`src/rtl/pospop_pkg.sv`:
```
package pospop_pkg;
  localparam int unsigned LANES = 8;
  localparam int unsigned BYTEW = 8;

  typedef enum logic [1:0] {
    ST_IDLE  = 2'd0,
    ST_FETCH = 2'd1,
    ST_ACC   = 2'd2,
    ST_DONE  = 2'd3
  } pp_state_e;
endpackage

```
`src/rtl/pospop_xpose.sv`:
```
module pospop_xpose #(
  parameter int unsigned N = 8
) (
  input  logic [N*N-1:0] grid_i,
  output logic [N*N-1:0] grid_o
);
  // bit j of lane i moves to bit i of row j
  for (genvar i = 0; i < N; i++) begin : g_lane
    for (genvar j = 0; j < N; j++) begin : g_bit
      assign grid_o[j*N + i] = grid_i[i*N + j];
    end
  end
endmodule

```
`src/rtl/pospop_lane_acc.sv`:
```
module pospop_lane_acc #(
  parameter int unsigned N  = 8,
  parameter int unsigned CW = 64
) (
  input  logic          clk,
  input  logic          rst_n,
  input  logic          clr_i,
  input  logic          add_i,
  input  logic [N-1:0]  row_i,
  output logic [CW-1:0] acc_o
);
  localparam int unsigned PW = $clog2(N) + 1;

  logic [PW-1:0] pc;
  logic [CW-1:0] acc_q, acc_n;

  always_comb begin
    pc = '0;
    for (int b = 0; b < N; b++) pc = pc + PW'(row_i[b]);
  end

  always_comb begin
    acc_n = acc_q;
    if (clr_i)      acc_n = '0;
    else if (add_i) acc_n = acc_q + CW'(pc);
  end

  always_ff @(posedge clk or negedge rst_n) begin
    if (!rst_n) acc_q <= '0;
    else        acc_q <= acc_n;
  end

  assign acc_o = acc_q;
endmodule

```
`src/rtl/pospop_ctrl.sv`:
```
module pospop_ctrl
  import pospop_pkg::*;
#(
  parameter int unsigned AW = 16,
  parameter int unsigned LW = 16
) (
  input  logic                   clk,
  input  logic                   rst_n,
  input  logic                   start_i,
  input  logic [AW-1:0]          base_i,
  input  logic [LW-1:0]          len_i,
  input  logic [BYTEW-1:0]       rd_data_i,
  output logic                   rd_req_o,
  output logic [AW-1:0]          rd_addr_o,
  output logic [LANES*BYTEW-1:0] stage_o,
  output logic                   acc_clr_o,
  output logic                   acc_add_o,
  output logic                   busy_o,
  output logic                   done_o
);
  localparam int unsigned RW  = LW + 1;
  localparam int unsigned IW  = $clog2(LANES) + 1;
  localparam int unsigned LIW = $clog2(LANES);
  localparam int unsigned SW  = LANES * BYTEW;
  localparam logic signed [RW-1:0] STEP = RW'(LANES);

  pp_state_e             st_q, st_n;
  logic signed [RW-1:0]  rem_q, rem_n, rem_sub;
  logic [IW-1:0]         iss_q, iss_n, blk;
  logic [AW-1:0]         addr_q, addr_n;
  logic                  rsp_v_q, rsp_v_n;
  logic [LIW-1:0]        lane_q, lane_n;
  logic [SW-1:0]         stage_q, stage_n;
  logic                  req, clr, add;

  always_comb begin
    st_n    = st_q;
    rem_n   = rem_q;
    iss_n   = iss_q;
    addr_n  = addr_q;
    lane_n  = lane_q;
    stage_n = stage_q;
    rsp_v_n = 1'b0;
    req     = 1'b0;
    clr     = 1'b0;
    add     = 1'b0;
    blk     = ($unsigned(rem_q) > $unsigned(STEP)) ? IW'(LANES) : rem_q[IW-1:0];
    rem_sub = rem_q - STEP;

    // one-cycle-latency return lands in the lane it was issued for
    if (rsp_v_q) stage_n[{lane_q, 3'b000} +: BYTEW] = rd_data_i;

    case (st_q)
      ST_IDLE, ST_DONE: begin
        if (start_i) begin
          clr     = 1'b1;
          addr_n  = base_i;
          rem_n   = $signed({1'b0, len_i});
          iss_n   = '0;
          stage_n = '0;
          st_n    = (len_i == '0) ? ST_DONE : ST_FETCH;
        end
      end
      ST_FETCH: begin
        if (iss_q < blk) begin
          req     = 1'b1;
          addr_n  = addr_q + 1'b1;
          iss_n   = iss_q + 1'b1;
          rsp_v_n = 1'b1;
          lane_n  = iss_q[LIW-1:0];
        end else if (rsp_v_q) begin
          st_n = ST_ACC;
        end
      end
      ST_ACC: begin
        add     = 1'b1;
        rem_n   = rem_sub;
        iss_n   = '0;
        stage_n = '0;
        st_n    = (rem_sub <= 0) ? ST_DONE : ST_FETCH;
      end
      default: st_n = ST_IDLE;
    endcase
  end

  always_ff @(posedge clk or negedge rst_n) begin
    if (!rst_n) begin
      st_q    <= ST_IDLE;
      rem_q   <= '0;
      iss_q   <= '0;
      addr_q  <= '0;
      rsp_v_q <= 1'b0;
      lane_q  <= '0;
      stage_q <= '0;
    end else begin
      st_q    <= st_n;
      rem_q   <= rem_n;
      iss_q   <= iss_n;
      addr_q  <= addr_n;
      rsp_v_q <= rsp_v_n;
      lane_q  <= lane_n;
      stage_q <= stage_n;
    end
  end

  assign rd_req_o  = req;
  assign rd_addr_o = addr_q;
  assign stage_o   = stage_q;
  assign acc_clr_o = clr;
  assign acc_add_o = add;
  assign busy_o    = (st_q == ST_FETCH) || (st_q == ST_ACC);
  assign done_o    = (st_q == ST_DONE);
endmodule

```
`src/rtl/pospop_engine.sv`:
```
module pospop_engine
  import pospop_pkg::*;
#(
  parameter int unsigned AW = 16,
  parameter int unsigned LW = 16,
  parameter int unsigned CW = 64
) (
  input  logic                clk,
  input  logic                rst_n,
  input  logic                start_i,
  input  logic [AW-1:0]       base_i,
  input  logic [LW-1:0]       len_i,
  output logic                rd_req_o,
  output logic [AW-1:0]       rd_addr_o,
  input  logic [7:0]          rd_data_i,
  output logic                busy_o,
  output logic                done_o,
  output logic [LANES*CW-1:0] counts_o
);
  localparam int unsigned SW = LANES * BYTEW;

  logic [SW-1:0] stage, rows;
  logic          acc_clr, acc_add;

  pospop_ctrl #(.AW(AW), .LW(LW)) u_ctrl (
    .clk       (clk),
    .rst_n     (rst_n),
    .start_i   (start_i),
    .base_i    (base_i),
    .len_i     (len_i),
    .rd_data_i (rd_data_i),
    .rd_req_o  (rd_req_o),
    .rd_addr_o (rd_addr_o),
    .stage_o   (stage),
    .acc_clr_o (acc_clr),
    .acc_add_o (acc_add),
    .busy_o    (busy_o),
    .done_o    (done_o)
  );

  pospop_xpose #(.N(LANES)) u_xpose (
    .grid_i (stage),
    .grid_o (rows)
  );

  for (genvar j = 0; j < LANES; j++) begin : g_acc
    pospop_lane_acc #(.N(LANES), .CW(CW)) u_acc (
      .clk   (clk),
      .rst_n (rst_n),
      .clr_i (acc_clr),
      .add_i (acc_add),
      .row_i (rows[j*LANES +: LANES]),
      .acc_o (counts_o[j*CW +: CW])
    );
  end
endmodule

```
`config.mk`:
```
export PLATFORM = sky130hd
export DESIGN_NAME = pospop_engine
export DESIGN_NICKNAME = d
export VERILOG_FILES = /design/src/rtl/pospop_pkg.sv /design/src/rtl/pospop_xpose.sv /design/src/rtl/pospop_lane_acc.sv /design/src/rtl/pospop_ctrl.sv /design/src/rtl/pospop_engine.sv
export SDC_FILE = /design/constraint.sdc
export NUM_CORES = 2
export LEC_CHECK = 0
export CAP_MARGIN = 20
export CORE_MARGIN = 8
export CORE_UTILIZATION = 45
export CTS_CLUSTER_SIZE = 20
export DETAILED_ROUTE_END_ITERATION = 10
export GPL_TIMING_DRIVEN = 0
export PLACE_DENSITY = 0.71
export SLEW_MARGIN = 15
export SYNTH_ARGS = -nofsm -noshare
export SYNTH_HDL_FRONTEND = slang
export SYNTH_SLANG_ARGS = --single-unit
```
`constraint.sdc`:
```
create_clock -name clk -period 7.1 [get_ports clk]
set_input_delay 0.71 -clock clk [delete_from_list [all_inputs] [get_ports clk]]
set_output_delay 0.71 -clock clk [all_outputs]
set_load 0.05 [all_outputs]
```
==> impl_metrics.csv <==
group,metric,value,unit
clocking,clk_path_buf_depth,3,
pwr,power_density,243.1,mW/mm2
floorplanning,die-area,0.08376,mm2
grt,grt_max_degree,88,
floorplanning,start_util,45.34,%
clocking,root_buffer,"clkbuf_16",
timing,drv_slew,0,
setup_path,reg2reg_to,"g_acc[0].u_acc.acc_o[63]",
detailed_routing,antenna_left,0,
detailed_routing,vias,29800,
setup_path,regToRegStartpoint,"u_ctrl.stage_o[8]",
detailed_routing,wl,113200,um
synth,synth.area.mux_share,2.202,%
layout,seqCellArea,0.01549,mm2
setup_path,start_kind,"flop",
pwr,p_switching,3.921,mW
detailed_routing,wire_per_inst,21.10,um
synth,ys.flop_type,"dfrtp_1",
setup_path,critPathMaxFanout,10,
grt,grt_use_total,26.19,%
synth,synth_top_area_share,46.05,%
layout,multi_input_area,0.01681,mm2
layout,drive_gt1_share,3.885,%
min_path,hp-class,"input port to asynchronous set/reset pin",
pwr,fin_total_pwr,10.48,mW
synth,synthCells,3673,
pwr,clockPowerShare,35.2,%
synth,synth_area,0.03364,mm2
placed_design,dp.cells,5215,
synth,ys_seq_area_share,46.05,%
placed_design,placed_area,0.04072,mm2
timing,relSlewSlack,30.92,%
setup_path,r2r_cells,14,
layout,fill_cells,6490,
setup_path,critPathCapture,"g_acc[0].u_acc.acc_o[63]",
detailed_routing,drt_iter0_markers,2270,
layout,final_common_cell,"dfrtp_1",
setup_path,crit_type,"flop to flop",
synth,synth_xor_area_share,10.91,%
synth,ys_types,86,
clocking,clkTransAtPathRegs,0.06,ns
grt,grt_pass1_vias,28590,
pwr,p_leak,17.42,nW
clocking,postCtsHoldBufs,0,
clocking,h-tree-depth,3,
layout,final_cell_mix,"dfrtp_1, nor2_1, clkdlybuf4s50_1",
synth,ys_warn_count,0,
synth,synth_fp_nets,3824,
pwr,power.internal,6.559,mW
clocking,cts_tree,"yes",
setup_path,worstPathArrival,5.86,ns
synth,yosys.area_share.simple,25.29,%
floorplanning,ioPinCount,574,
placed_design,dpl.hpwl,85760,um
timing,finalHoldViolations,0,
clocking,post_cts_buffers,0,
setup_path,rrSetupSlack,1.77,ns
placed_design,io_buffers,565,
detailed_routing,drc,0,
pwr,combPwrFrac,27.6,%
clocking,clock_latency,0.62,ns
synth,syn_area_per_cell,9.159,um2
detailed_routing,dr.pass1.iters,5,
synth,async_flop_share,100.0,%
floorplanning,dieHeight,289.4,um
floorplanning,rows,100,
synth,synthTopCellsByArea,"dfrtp_1, xnor2_1, nor2_1",
pwr,ir_drop,0.0001803,V
synth,synth_edf_count,0,
synth,yosys_register_bits,619,
run_status,status,"finished, final reports clean",
pwr,pwr-share-seq,37.2,%
timing,rsz0062_at_grt,"false",
synth,synthAdderAreaFrac,4.910,%
clocking,cts_resized,0,
timing,period_needed,5.330,ns
timing,finalCritPeriodShare,75.07,%
clocking,cts.sinks,619,
pwr,switching_share,37.41,%
synth,yosysTopAreaCell,"dfrtp_1",
detailed_routing,vias_per_cell,5.557,
timing,fin_worst_skew,0.02266,ns
setup_path,cp-end-kind,"flop",
layout,instances_no_fill,5363,
timing,setup_viol,0,
layout,area_growth,28.14,%
setup_path,crit_start,"u_ctrl.stage_o[8]",
timing,fin_setup_tns,0,ns
synth,synth_top_family_by_area,"simple AND/OR/NAND/NOR gates",
timing,fmax,0.1876,GHz
layout,stdcell_area,0.04311,mm2
placed_design,gp_congestion,0.9311,
timing,worstMarginPinSlew,1.032,ns
flow_run,cap_violations,0,
grt,overflow,0,
floorplanning,dieWidth,289.4,um
layout,fin_nets,4474,
layout,fin_util,58.10,%
grt,grt_pass1_wl,172000,um
grt,antenna_found_initial,17,
floorplanning,core-area,0.07420,mm2
synth,synth_compound_area_share,6.658,%
setup_path,cp.required,7.63,ns
clocking,numCtsBuffers,72,
==> state kept, by name, indices dropped and copies added (netlist names) <==
register / count
g_acc.u_acc.acc_o: 512
u_ctrl.rem_q: 17
u_ctrl.rd_addr_o: 16
u_ctrl.st_q: 2
u_ctrl.iss_q: 4
u_ctrl.lane_q: 3
u_ctrl.rsp_v_q: 1
u_ctrl.stage_o: 64
==> cells by family (layout without fill, tap and decap cells) <==
| group | Yosys count | after routing |
|---|---|---|
| simple gates | 1725 | 1725 |
| flops | 619 | 619 |
| xor+xnor | 419 | 419 |
| compound gates | 375 | 375 |
| buf+inv | 353 | 1056 |
| fa+ha+maj | 108 | 108 |
| mux | 74 | 74 |
| other cells | 0 | 18 |
==> Yosys cell counts, drive strengths merged, types with 109 or more instances <==
master,n
a21oi,142
clkbuf,130
dfrtp,619
inv,197
nand2,267
nand3,197
nand4,110
nor2,589
nor3,168
nor4,120
o21ai,109
xnor2,320
==> how the worst min path moves through the flow <==
stage,start,to
4_1_cts,rst_n,g_acc[2].u_acc.acc_o[21]
3_3_place_gp,u_ctrl.rem_q[0],u_ctrl.rem_q[0]
5_1_grt,rst_n,g_acc[2].u_acc.acc_o[21]
3_5_place_dp,u_ctrl.rem_q[1],u_ctrl.rem_q[1]
2_1_floorplan,rst_n,g_acc[0].u_acc.acc_o[0]
6_report,rst_n,g_acc[2].u_acc.acc_o[21]
==> power by group through the flow <==
stage               Sequential (mW)  Clock (mW)  Combinational, mW
floorplan                      4.18           0               1.46
global placement               3.96           0               2.84
detailed placement             3.96           0               2.89
finish                         3.90        3.69               2.89
CTS                            3.90        3.75               2.90
global route                   3.93        3.89               3.13
==> layout make-up <==
class | count | share of cell area (%)
antenna | 18 | 0.1045
buffer | 155 | 1.385
clock buffer | 100 | 4.731
clock inverter | 27 | 0.6328
inverter | 198 | 1.724
multi-input combinational | 2701 | 39.01
sequential | 619 | 35.94
tap | 969 | 2.813
timing repair buffer | 576 | 13.67
==> critical path, stage by stage, from the launching register on <==
cell	delay, ns
dfrtp_1	0.39
ha_1	0.27
inv_1	0.04
fa_1	0.49
fa_1	0.43
fa_1	0.43
fa_1	0.40
xnor2_1	0.15
ha_1	0.35
o21ai_0	0.12
o21bai_1	0.57
nand2_1	0.51
nor3_1	0.43
nor3b_1	0.42
mux2i_1	0.24
==> layer usage <==
layer,GRT usage (%),share of wire (%)
met2,43.02,48
met5,0,0.011
met1,33.67,41
met3,4.579,6.5
met4,11.95,4.8
==> per-stage QoR <==
step / setup WS (ns) / hold slack [ns]
4_1_cts: 1.695 / 0.04423
3_5_place_dp: 1.716 / 0.4948
3_3_place_gp: -23.34 / 0.4889
6_report: 1.770 / 0.04848
2_1_floorplan: 2.757 / 0.4144
5_1_grt: 1.438 / 0.07755
(Power assumes the default switching activity.)
